[src/rtl/nvs_pkg.sv]
package nvs_pkg;

    typedef enum logic [3:0] {
        ST_BOOT,
        ST_RCL_GO,
        ST_RCL_WAIT,
        ST_IDLE,
        ST_HW_DLY,
        ST_STO_GO,
        ST_STO_WAIT,
        ST_DRV_HI,
        ST_POST,
        ST_SETTLE,
        ST_SLEEP
    } nvs_state_t;

    typedef enum logic [2:0] {
        SRC_NONE,
        SRC_PFAIL,
        SRC_HWREQ,
        SRC_SWCMD,
        SRC_SLEEP,
        SRC_AUTOOFF
    } nvs_src_t;

    typedef struct packed {
        logic     valid;
        nvs_src_t src;
    } nvs_trig_t;

    function automatic int unsigned max_of4(int unsigned a, int unsigned b,
                                            int unsigned c, int unsigned d);
        int unsigned m;
        m = a;
        if (b > m) m = b;
        if (c > m) m = c;
        if (d > m) m = d;
        return m;
    endfunction

    // sources whose store ends with an actively driven high status pin
    function automatic logic src_drives_high(nvs_src_t s);
        return (s == SRC_HWREQ) || (s == SRC_SWCMD);
    endfunction

endpackage

[src/rtl/nvs_timer.sv]
module nvs_timer #(
    parameter int unsigned W = 8
) (
    input  logic         clk,
    input  logic         rst,
    input  logic         load,
    input  logic [W-1:0] load_val,
    output logic         expired
);
    logic [W-1:0] cnt;

    always_ff @(posedge clk) begin
        if (rst)            cnt <= '0;
        else if (load)      cnt <= load_val;
        else if (cnt != '0) cnt <= cnt - 1'b1;
    end

    assign expired = (cnt == '0);
endmodule

[src/rtl/nvs_dirty.sv]
module nvs_dirty (
    input  logic clk,
    input  logic rst,
    input  logic wr_strobe,
    input  logic inhibit,
    input  logic clr,
    output logic dirty,
    output logic dirty_eff
);
    logic wr_ok;

    assign wr_ok     = wr_strobe && !inhibit;
    assign dirty_eff = dirty || wr_ok;

    always_ff @(posedge clk) begin
        if (rst) dirty <= 1'b0;
        else     dirty <= wr_ok || (dirty && !clr);
    end
endmodule

[src/rtl/nvs_trig.sv]
module nvs_trig
    import nvs_pkg::*;
(
    input  logic      clk,
    input  logic      rst,
    input  logic      hw_req_n,
    input  logic      pwr_fail,
    input  logic      sw_cmd,
    input  logic      sleep_cmd,
    input  logic      auto_off_cmd,
    input  logic      auto_en,
    output nvs_trig_t trig
);
    logic hw_prev, pf_prev;
    logic hw_fall, pf_rise;

    always_ff @(posedge clk) begin
        if (rst) begin
            hw_prev <= 1'b1;
            pf_prev <= 1'b0;
        end else begin
            hw_prev <= hw_req_n;
            pf_prev <= pwr_fail;
        end
    end

    assign hw_fall = hw_prev && !hw_req_n;
    assign pf_rise = pwr_fail && !pf_prev && auto_en;

    // fixed priority: power fail, hardware pin, software, sleep, auto-off
    always_comb begin
        trig.valid = 1'b1;
        if (pf_rise)           trig.src = SRC_PFAIL;
        else if (hw_fall)      trig.src = SRC_HWREQ;
        else if (sw_cmd)       trig.src = SRC_SWCMD;
        else if (sleep_cmd)    trig.src = SRC_SLEEP;
        else if (auto_off_cmd) trig.src = SRC_AUTOOFF;
        else begin
            trig.valid = 1'b0;
            trig.src   = SRC_NONE;
        end
    end
endmodule

[src/rtl/nvstore_ctrl.sv]
module nvstore_ctrl
    import nvs_pkg::*;
#(
    parameter int unsigned DLY_CYC = 16,
    parameter int unsigned HHD_CYC = 4,
    parameter int unsigned LZ_CYC  = 8,
    parameter int unsigned SS_CYC  = 32
) (
    input  logic clk,
    input  logic rst,
    input  logic hw_req_n,
    input  logic pwr_fail,
    input  logic sw_store_cmd,
    input  logic sleep_cmd,
    input  logic auto_off_cmd,
    input  logic wake_cmd,
    input  logic mem_wr,
    input  logic arr_done,
    output logic arr_store_go,
    output logic arr_recall_go,
    output logic stat_pull_low,
    output logic stat_drive_high,
    output logic mem_inhibit,
    output logic auto_store_en,
    output logic asleep
);
    localparam int unsigned CNT_MAX = max_of4(DLY_CYC, HHD_CYC, LZ_CYC, SS_CYC);
    localparam int unsigned CW      = $clog2(CNT_MAX + 1);
    localparam logic [CW-1:0] LD_DLY = CW'(DLY_CYC - 1);
    localparam logic [CW-1:0] LD_HHD = CW'(HHD_CYC - 1);
    localparam logic [CW-1:0] LD_LZ  = CW'(LZ_CYC - 1);
    localparam logic [CW-1:0] LD_SS  = CW'(SS_CYC - 1);

    nvs_state_t state, nxt;
    nvs_src_t   src_q;
    nvs_trig_t  trig;
    logic       take;
    logic       tmr_load, tmr_exp;
    logic [CW-1:0] tmr_val;
    logic       dirty, dirty_eff, dirty_clr;
    logic       auto_en;

    nvs_trig u_trig (
        .clk(clk), .rst(rst), .hw_req_n(hw_req_n), .pwr_fail(pwr_fail),
        .sw_cmd(sw_store_cmd), .sleep_cmd(sleep_cmd),
        .auto_off_cmd(auto_off_cmd), .auto_en(auto_en), .trig(trig)
    );

    nvs_timer #(.W(CW)) u_timer (
        .clk(clk), .rst(rst), .load(tmr_load), .load_val(tmr_val),
        .expired(tmr_exp)
    );

    assign dirty_clr = arr_done &&
                       ((state == ST_STO_WAIT) || (state == ST_RCL_WAIT));

    nvs_dirty u_dirty (
        .clk(clk), .rst(rst), .wr_strobe(mem_wr), .inhibit(mem_inhibit),
        .clr(dirty_clr), .dirty(dirty), .dirty_eff(dirty_eff)
    );

    always_comb begin
        nxt      = state;
        take     = 1'b0;
        tmr_load = 1'b0;
        tmr_val  = '0;
        case (state)
            ST_BOOT:     nxt = ST_RCL_GO;
            ST_RCL_GO:   nxt = ST_RCL_WAIT;
            ST_RCL_WAIT: if (arr_done) nxt = ST_IDLE;
            ST_IDLE: begin
                if (trig.valid) begin
                    take = 1'b1;
                    case (trig.src)
                        SRC_HWREQ: begin
                            nxt = ST_HW_DLY; tmr_load = 1'b1; tmr_val = LD_DLY;
                        end
                        SRC_AUTOOFF: begin
                            nxt = ST_SETTLE; tmr_load = 1'b1; tmr_val = LD_SS;
                        end
                        SRC_SLEEP: nxt = dirty_eff ? ST_STO_GO : ST_SLEEP;
                        default:   nxt = dirty_eff ? ST_STO_GO : ST_IDLE;
                    endcase
                end
            end
            ST_HW_DLY:  if (tmr_exp) nxt = dirty_eff ? ST_STO_GO : ST_IDLE;
            ST_STO_GO:  nxt = ST_STO_WAIT;
            ST_STO_WAIT: begin
                if (arr_done) begin
                    if (src_q == SRC_SLEEP) begin
                        nxt = ST_SLEEP;
                    end else if (src_drives_high(src_q)) begin
                        nxt = ST_DRV_HI; tmr_load = 1'b1; tmr_val = LD_HHD;
                    end else begin
                        nxt = ST_POST; tmr_load = 1'b1; tmr_val = LD_LZ;
                    end
                end
            end
            ST_DRV_HI: begin
                if (tmr_exp) begin
                    nxt = ST_POST; tmr_load = 1'b1; tmr_val = LD_LZ;
                end
            end
            ST_POST, ST_SETTLE: if (tmr_exp) nxt = ST_IDLE;
            ST_SLEEP:  if (wake_cmd) nxt = ST_IDLE;
            default:   nxt = ST_BOOT;
        endcase
    end

    always_ff @(posedge clk) begin
        if (rst) begin
            state   <= ST_BOOT;
            src_q   <= SRC_NONE;
            auto_en <= 1'b1;
        end else begin
            state <= nxt;
            if (take) src_q <= trig.src;
            if (take && trig.src == SRC_AUTOOFF) auto_en <= 1'b0;
        end
    end

    assign arr_store_go    = (state == ST_STO_GO);
    assign arr_recall_go   = (state == ST_RCL_GO);
    assign stat_pull_low   = (state == ST_STO_GO) || (state == ST_STO_WAIT);
    assign stat_drive_high = (state == ST_DRV_HI);
    assign asleep          = (state == ST_SLEEP);
    assign auto_store_en   = auto_en;
    assign mem_inhibit     = (state != ST_IDLE) || !hw_req_n || (pwr_fail && auto_en);


    recall_single_chk: assert property (@(posedge clk) disable iff (rst)
        arr_recall_go |=> (!arr_recall_go && mem_inhibit));

    store_needs_dirty_chk: assert property (@(posedge clk) disable iff (rst)
        arr_store_go |-> dirty);

    busy_inhibits_chk: assert property (@(posedge clk) disable iff (rst)
        stat_pull_low |-> mem_inhibit);

    busy_after_go_chk: assert property (@(posedge clk) disable iff (rst)
        arr_store_go |=> stat_pull_low);

    drive_exclusive_chk: assert property (@(posedge clk) disable iff (rst)
        !(stat_pull_low && stat_drive_high));

    pfail_blocks_chk: assert property (@(posedge clk) disable iff (rst)
        (pwr_fail && auto_store_en) |-> mem_inhibit);

    auto_off_sticky_chk: assert property (@(posedge clk) disable iff (rst)
        !auto_store_en |=> !auto_store_en);
endmodule

[config.mk]
export PLATFORM = sky130hd
export DESIGN_NAME = nvstore_ctrl
export DESIGN_NICKNAME = d
export VERILOG_FILES = /design/src/rtl/nvs_pkg.sv /design/src/rtl/nvs_timer.sv /design/src/rtl/nvs_dirty.sv /design/src/rtl/nvs_trig.sv /design/src/rtl/nvstore_ctrl.sv
export SDC_FILE = /design/constraint.sdc
export NUM_CORES = 1
export LEC_CHECK = 0
export ABC_CLOCK_PERIOD_IN_PS = 2300
export BUFFER_PORTS_ARGS = -buffer_cell sky130_fd_sc_hd__buf_2
export CORE_MARGIN = 1
export CORE_UTILIZATION = 35
export CTS_CLUSTER_SIZE = 40
export DETAILED_ROUTE_END_ITERATION = 16
export SLEW_MARGIN = 0
export SYNTH_ARGS = -nofsm -noshare
export SYNTH_HDL_FRONTEND = slang
export SYNTH_SLANG_ARGS = --single-unit
[constraint.sdc]
create_clock -name clk -period 2.3 [get_ports clk]
set_input_delay 0.46 -clock clk [delete_from_list [all_inputs] [get_ports clk]]
set_output_delay 0.46 -clock clk [all_outputs]
set_load 0.005 [all_outputs]
Yosys cells after proc, flatten, opt, wreduce, memory -nomap -nowiden
Cells that the tools add are included.
Widths: inputs -> output; s select.
{"block": "classes", "n_eq_ne": 24, "add_sub_neg": 1, "reduce_logical": 26, "n_mux": 40}
{"cell": "$mux 4", "n": 10}
{"cell": "$pmux 4 s10", "n": 1}
{"cell": "$mux 3", "n": 10}
{"cell": "$eq 4x3->1 const B", "n": 4}
{"cell": "$pmux 5 s3", "n": 1}
{"cell": "$eq 4x4->1 const B", "n": 3}
{"cell": "$mux 1", "n": 12}
{"cell": "$mux 6", "n": 2}
{"cell": "$ne 2x2->1 const B", "n": 6}
{"cell": "$pmux 4 s3", "n": 1}
{"cell": "$pmux 5 s2", "n": 1}
{"cell": "$eq 3x2->1 const B", "n": 3}
{"cell": "$eq 3x3->1 const B", "n": 3}
{"cell": "$eq 4x2->1 const B", "n": 2}
{"cell": "$logic_and 1x1->1", "n": 8}
{"cell": "$logic_or 1x1->1", "n": 7}
{"cell": "$reduce_and 7->1", "n": 1}
{"cell": "$logic_not 6->1", "n": 1}
{"cell": "$reduce_bool 6->1", "n": 1}
{"cell": "$sub 6x1->6 const B", "n": 1}
{"cell": "$mux 5", "n": 1}
{"cell": "$eq 4x1->1 const B", "n": 1}
{"cell": "$logic_not 1->1", "n": 4}
{"cell": "$logic_not 4->1", "n": 1}
{"cell": "other kinds (5)", "n": 6}
{"block": "totals", "output_inout_bits": 7, "elab_cells": 98, "register_bits": 17, "input_bits": 10}

Longest topological paths before layout
{"block": "logic_depth", "word_depth": 11, "ltp_mapped": 7, "mapped_depth_nobuf": 6}

By module
From an unflattened synthesis, not the netlist that was laid out.
{"block": "unflattened", "hier_cells": 161, "area_unflattened_um2": 1267.5}
{"module": "nvstore_ctrl", "cells_per_inst": 95, "n_inst": 1, "area_per_inst_um2": 696.9}
{"module": "nvs_timer", "cells_per_inst": 46, "n_inst": 1, "area_per_inst_um2": 395.4}
{"module": "nvs_trig", "cells_per_inst": 15, "n_inst": 1, "area_per_inst_um2": 120.1}
{"module": "nvs_dirty", "cells_per_inst": 5, "n_inst": 1, "area_per_inst_um2": 55.1}

Least setup slack after synthesis
No wires, ideal clock.
{"block": "synth_timing", "path_kind": "flip-flop to flip-flop", "start": "register state[1]", "end": "register state[3]", "setup_ns": 0.117, "stages_incl_launch_ff": 7, "arrival_time_ns": 1.576, "path_buffers": 1, "setup_slack_ns": 0.607, "cell_sequence": "dfxtp_1 > buf_2 > and4bb_4 > a41oi_4 > or2_2 > a31o_2 > a32o_1"}
{"block": "synth_between", "elab_chain_cells": 10}
{"element": "start: declaration", "line_no": "nvstore_ctrl.sv:34", "text": "nvs_state_t state, nxt;"}
{"element": "start signal: assignment", "line_no": "nvstore_ctrl.sv:116", "text": "state <= nxt;"}
{"element": "$ne 4x2->1", "line_no": "nvstore_ctrl.sv:128", "text": "assign mem_inhibit = (state != ST_IDLE) || !hw_req_n || (pwr_fail && auto_en);"}
{"element": "$logic_or 1x1->1 (2 in a row)", "line_no": "nvstore_ctrl.sv:128"}
{"element": "$logic_not 1->1", "line_no": "nvs_dirty.sv:12", "text": "assign wr_ok = wr_strobe && !inhibit;"}
{"element": "$logic_and 1x1->1", "line_no": "nvs_dirty.sv:12"}
{"element": "$logic_or 1x1->1", "line_no": "nvs_dirty.sv:13", "text": "assign dirty_eff = dirty || wr_ok;"}
{"element": "$mux 4", "line_no": "nvstore_ctrl.sv:81", "text": "SRC_SLEEP: nxt = dirty_eff ? ST_STO_GO : ST_SLEEP;"}
{"element": "$pmux 4 s3", "line_no": "nvstore_ctrl.sv:74", "text": "case (trig.src)"}
{"element": "$mux 4", "line_no": "nvstore_ctrl.sv:72", "text": "if (trig.valid) begin"}
{"element": "$pmux 4 s10", "line_no": "nvstore_ctrl.sv:67", "text": "case (state)"}
Parallel ways exist; a longest one is shown, timed or not. The select of a mux whose other input is x is not followed.
A chain may end at the register's enable or synchronous reset.

Worst setup path after layout
{"block": "layout_timing", "start": "register state[2]", "end": "register state[0]"}
Same word-level chain as after synthesis.

==> flow_summary_export.csv <==
group,metric,value,unit
status,status,"complete, no violations",
setup_path,cp.arrival,2.16,ns
clock_tree,clkSlewWorstSetupHoldPaths,0.11,ns
yosys,synth_xor_area_frac,0.0451,
yosys,syn_area_per_cell,7.99,um^2
sta,max_slew_margin,0.658,
setup_path,path_max_fanout,12,
die,start_util,0.376,
grt,gr-usage-met2,0.316,
placed_design,portBuffers,16,
setup_path,worstSetupStartpointType,"register",
placed_design,dp_cells,200,
yosys,synth_warnings,0,
yosys,synth_top_area_share,0.292,
drt,vias,1163,
cells_and_area,design_area,1310,um^2
yosys,synth_top_area_cell,"dfxtp_1",
clock_tree,hold_buffers,0,
clock_tree,cts-root-buf,"clkbuf_4",
clock_tree,numCtsBuffers,3,
drt,via_per_inst,5.70,
yosys,syn_inst,146,
yosys,yosys-top-cells-count,"dfxtp_1 (17), nor2_1 (14), nand2_1 (11)",
power,p_leak,0.501,nW
drt,drtAntennaViolNets,0,
die,ios,17,
setup_path,crit_type,"register to register",
yosys,synth-simple-area-share,0.319,
cells_and_area,drive_gt1_frac,0.188,
clock_tree,cts_buffer_depth,2,
yosys,synth_fa_ha_area_frac,0.0215,
drt,drtPass1Iterations,4,
cells_and_area,fin_cells,204,
sta,worstMarginPinSlew,0.512,ns
grt,grt_use_total,0.188,
power,irDropWorstVdd,0.312,mV
sta,hold_violations,0,
grt,grt_pass1_vias,1084,
sta,finalSetupViolations,0,
clock_tree,post_cts_resized,0,
sta,final.setup.tns,0,ns
clock_tree,tritoncts,"built",
die,dieArea,3570,um^2
placed_design,dpl.hpwl,2150,um
yosys,synth-edff-count,0,
hold_path,hold_path.class,"input pin to register",
sta,fin_crit,1.96,ns
grt,grt_most_used_layer,"met2",
yosys,synthArstFlopShare,0,
cells_and_area,fin_nets,173,
sta,fin_skew,0.00655,ns
drt,drc,0,
yosys,synthMuxAreaShare,0,
placed_design,placed_area,1290,um^2
die,die_x,59.7,um
power,p_total,1.25,mW
sta,fmax,511,MHz
yosys,ys_types,47,
sta,drv_slew,0,
setup_path,cp_data_required_time,2.50,ns
yosys,syn_nets,158,
yosys,synth_top_family_by_area,"simple AND/OR/NAND/NOR gates",
grt,grt_util_met1,0.248,
die,core_area,3100,um^2
clock_tree,clkSinkCount,17,
placed_design,finalWeightedCongestion,0.816,
grt,grt_pass1_wl,5040,um
drt,wl_per_cell,14.6,um
yosys,ys_seq_area_frac,0.292,
flow_run,maxCapViolCount,0,
yosys,synth_most_common_cell,"dfxtp_1",
die,fp-row-count,20,
clock_tree,cts-htree-levels,1,
grt,grt_util_met3,0.0216,
sta,hold-worst-slack,0.396,ns
drt,wirelength,2970,um
grt,grt_antenna_before_repair,0,
yosys,netlist_area,1170,um^2
sta,timing.final.crit_share,0.851,
yosys,ys_ff_latch,17,
yosys,ys_top_cells_by_area,"dfxtp_1 (29%), nor2_1 (4.5%), xnor2_1 (3.8%)",
clock_tree,cts_setup_buffers,0,
grt,overflow,0,
yosys,synth_compound_area_frac,0.276,
power,power_density,948,nW/um^2
setup_path,critPathCaptureType,"register",
cells_and_area,syn_to_final_growth,12.7,%
drt,drt_iter0_drc,44,
sta,grt_setup_unrepaired,"false",
die,die_y,59.7,um
grt,grt_max_degree,16,
cells_and_area,antenna_cells,0,
yosys,synth-main-ff-cell,"dfxtp_1",
clock_tree,clk_latency,0.30,ns
## metal layers
metal | vias to the layer above | part of all wire
met4 | 0 | 0.0067
met5 | - | 0
li1 | 568 | -
met2 | 49 | 0.49
met3 | 2 | 0.059
met1 | 544 | 0.45
## layout by cell type (no fill, tap or decap), types with 4 or more instances in the layout
cell type   n
nand2b_1    4
nor3_1      6
nand3_1     6
or3_1       4
dfxtp_1    17
buf_2      16
nor2b_1     5
a21oi_1     7
inv_1       5
xnor2_1     5
o21ai_0     7
nor2_1     14
nand2_1    11
a221oi_1    4
## worst paths after layout
kind	from	to	cells after the start	slack [ns]
worst min-delay path	arr_done	u_dirty.dirty$_SDFF_PP0_	2	0.40
worst max register to register	state[2]$_SDFFE_PP0P_	state[0]$_SDFFE_PP0P_	5	0.34
worst max-delay path	state[2]$_SDFFE_PP0P_	state[0]$_SDFFE_PP0P_	5	0.34
worst min register to register	src_q[0]$_SDFFE_PP0P_	src_q[0]$_SDFFE_PP0P_	2	0.51
## through the flow
step	setup WS (ns)	util
after floorplan	0.607	-
after global placement	0.292	0.415
after detailed placement	0.271	0.415
after CTS	0.354	0.423
after global routing	0.254	0.423
final	0.342	0.423
## critical path, cell delays in order (launching register included)
cell	delay (ns)
dfxtp_1	0.56
and4bb_4	0.29
a41oi_4	0.27
a311oi_1	0.13
a2111o_1	0.40
a32o_1	0.21
## report_power, final
part / switching [mW] / internal [mW]
registers: 0.0641 / 0.367
clock network: 0.103 / 0.0676
logic: 0.349 / 0.294
## area by class of cell
type                       count  area, um^2
fill                         347        1790
multi-input combinational    115         771
sequential                    17         340
timing repair buffer          19         103
tap                           44        55.1
clock buffer                   4        26.3
inverter                       5        18.8
## cells by family after synthesis
logic type,after synthesis
AOI/OAI and AO/OA,41
adders and majority gates,2
xor gates and xnor gates,6
DFF,17
buffers and inverters,14
and+or+nand+nor,66
## flip-flops by register name (all words and copies together), names as in the netlist
name and cells:
u_trig.pf_prev 1, state 4, u_timer.cnt 6, auto_store_en 1
u_trig.hw_prev 1, u_dirty.dirty 1, src_q 3
No activity file was read; power rests on OpenSTA's default activity.
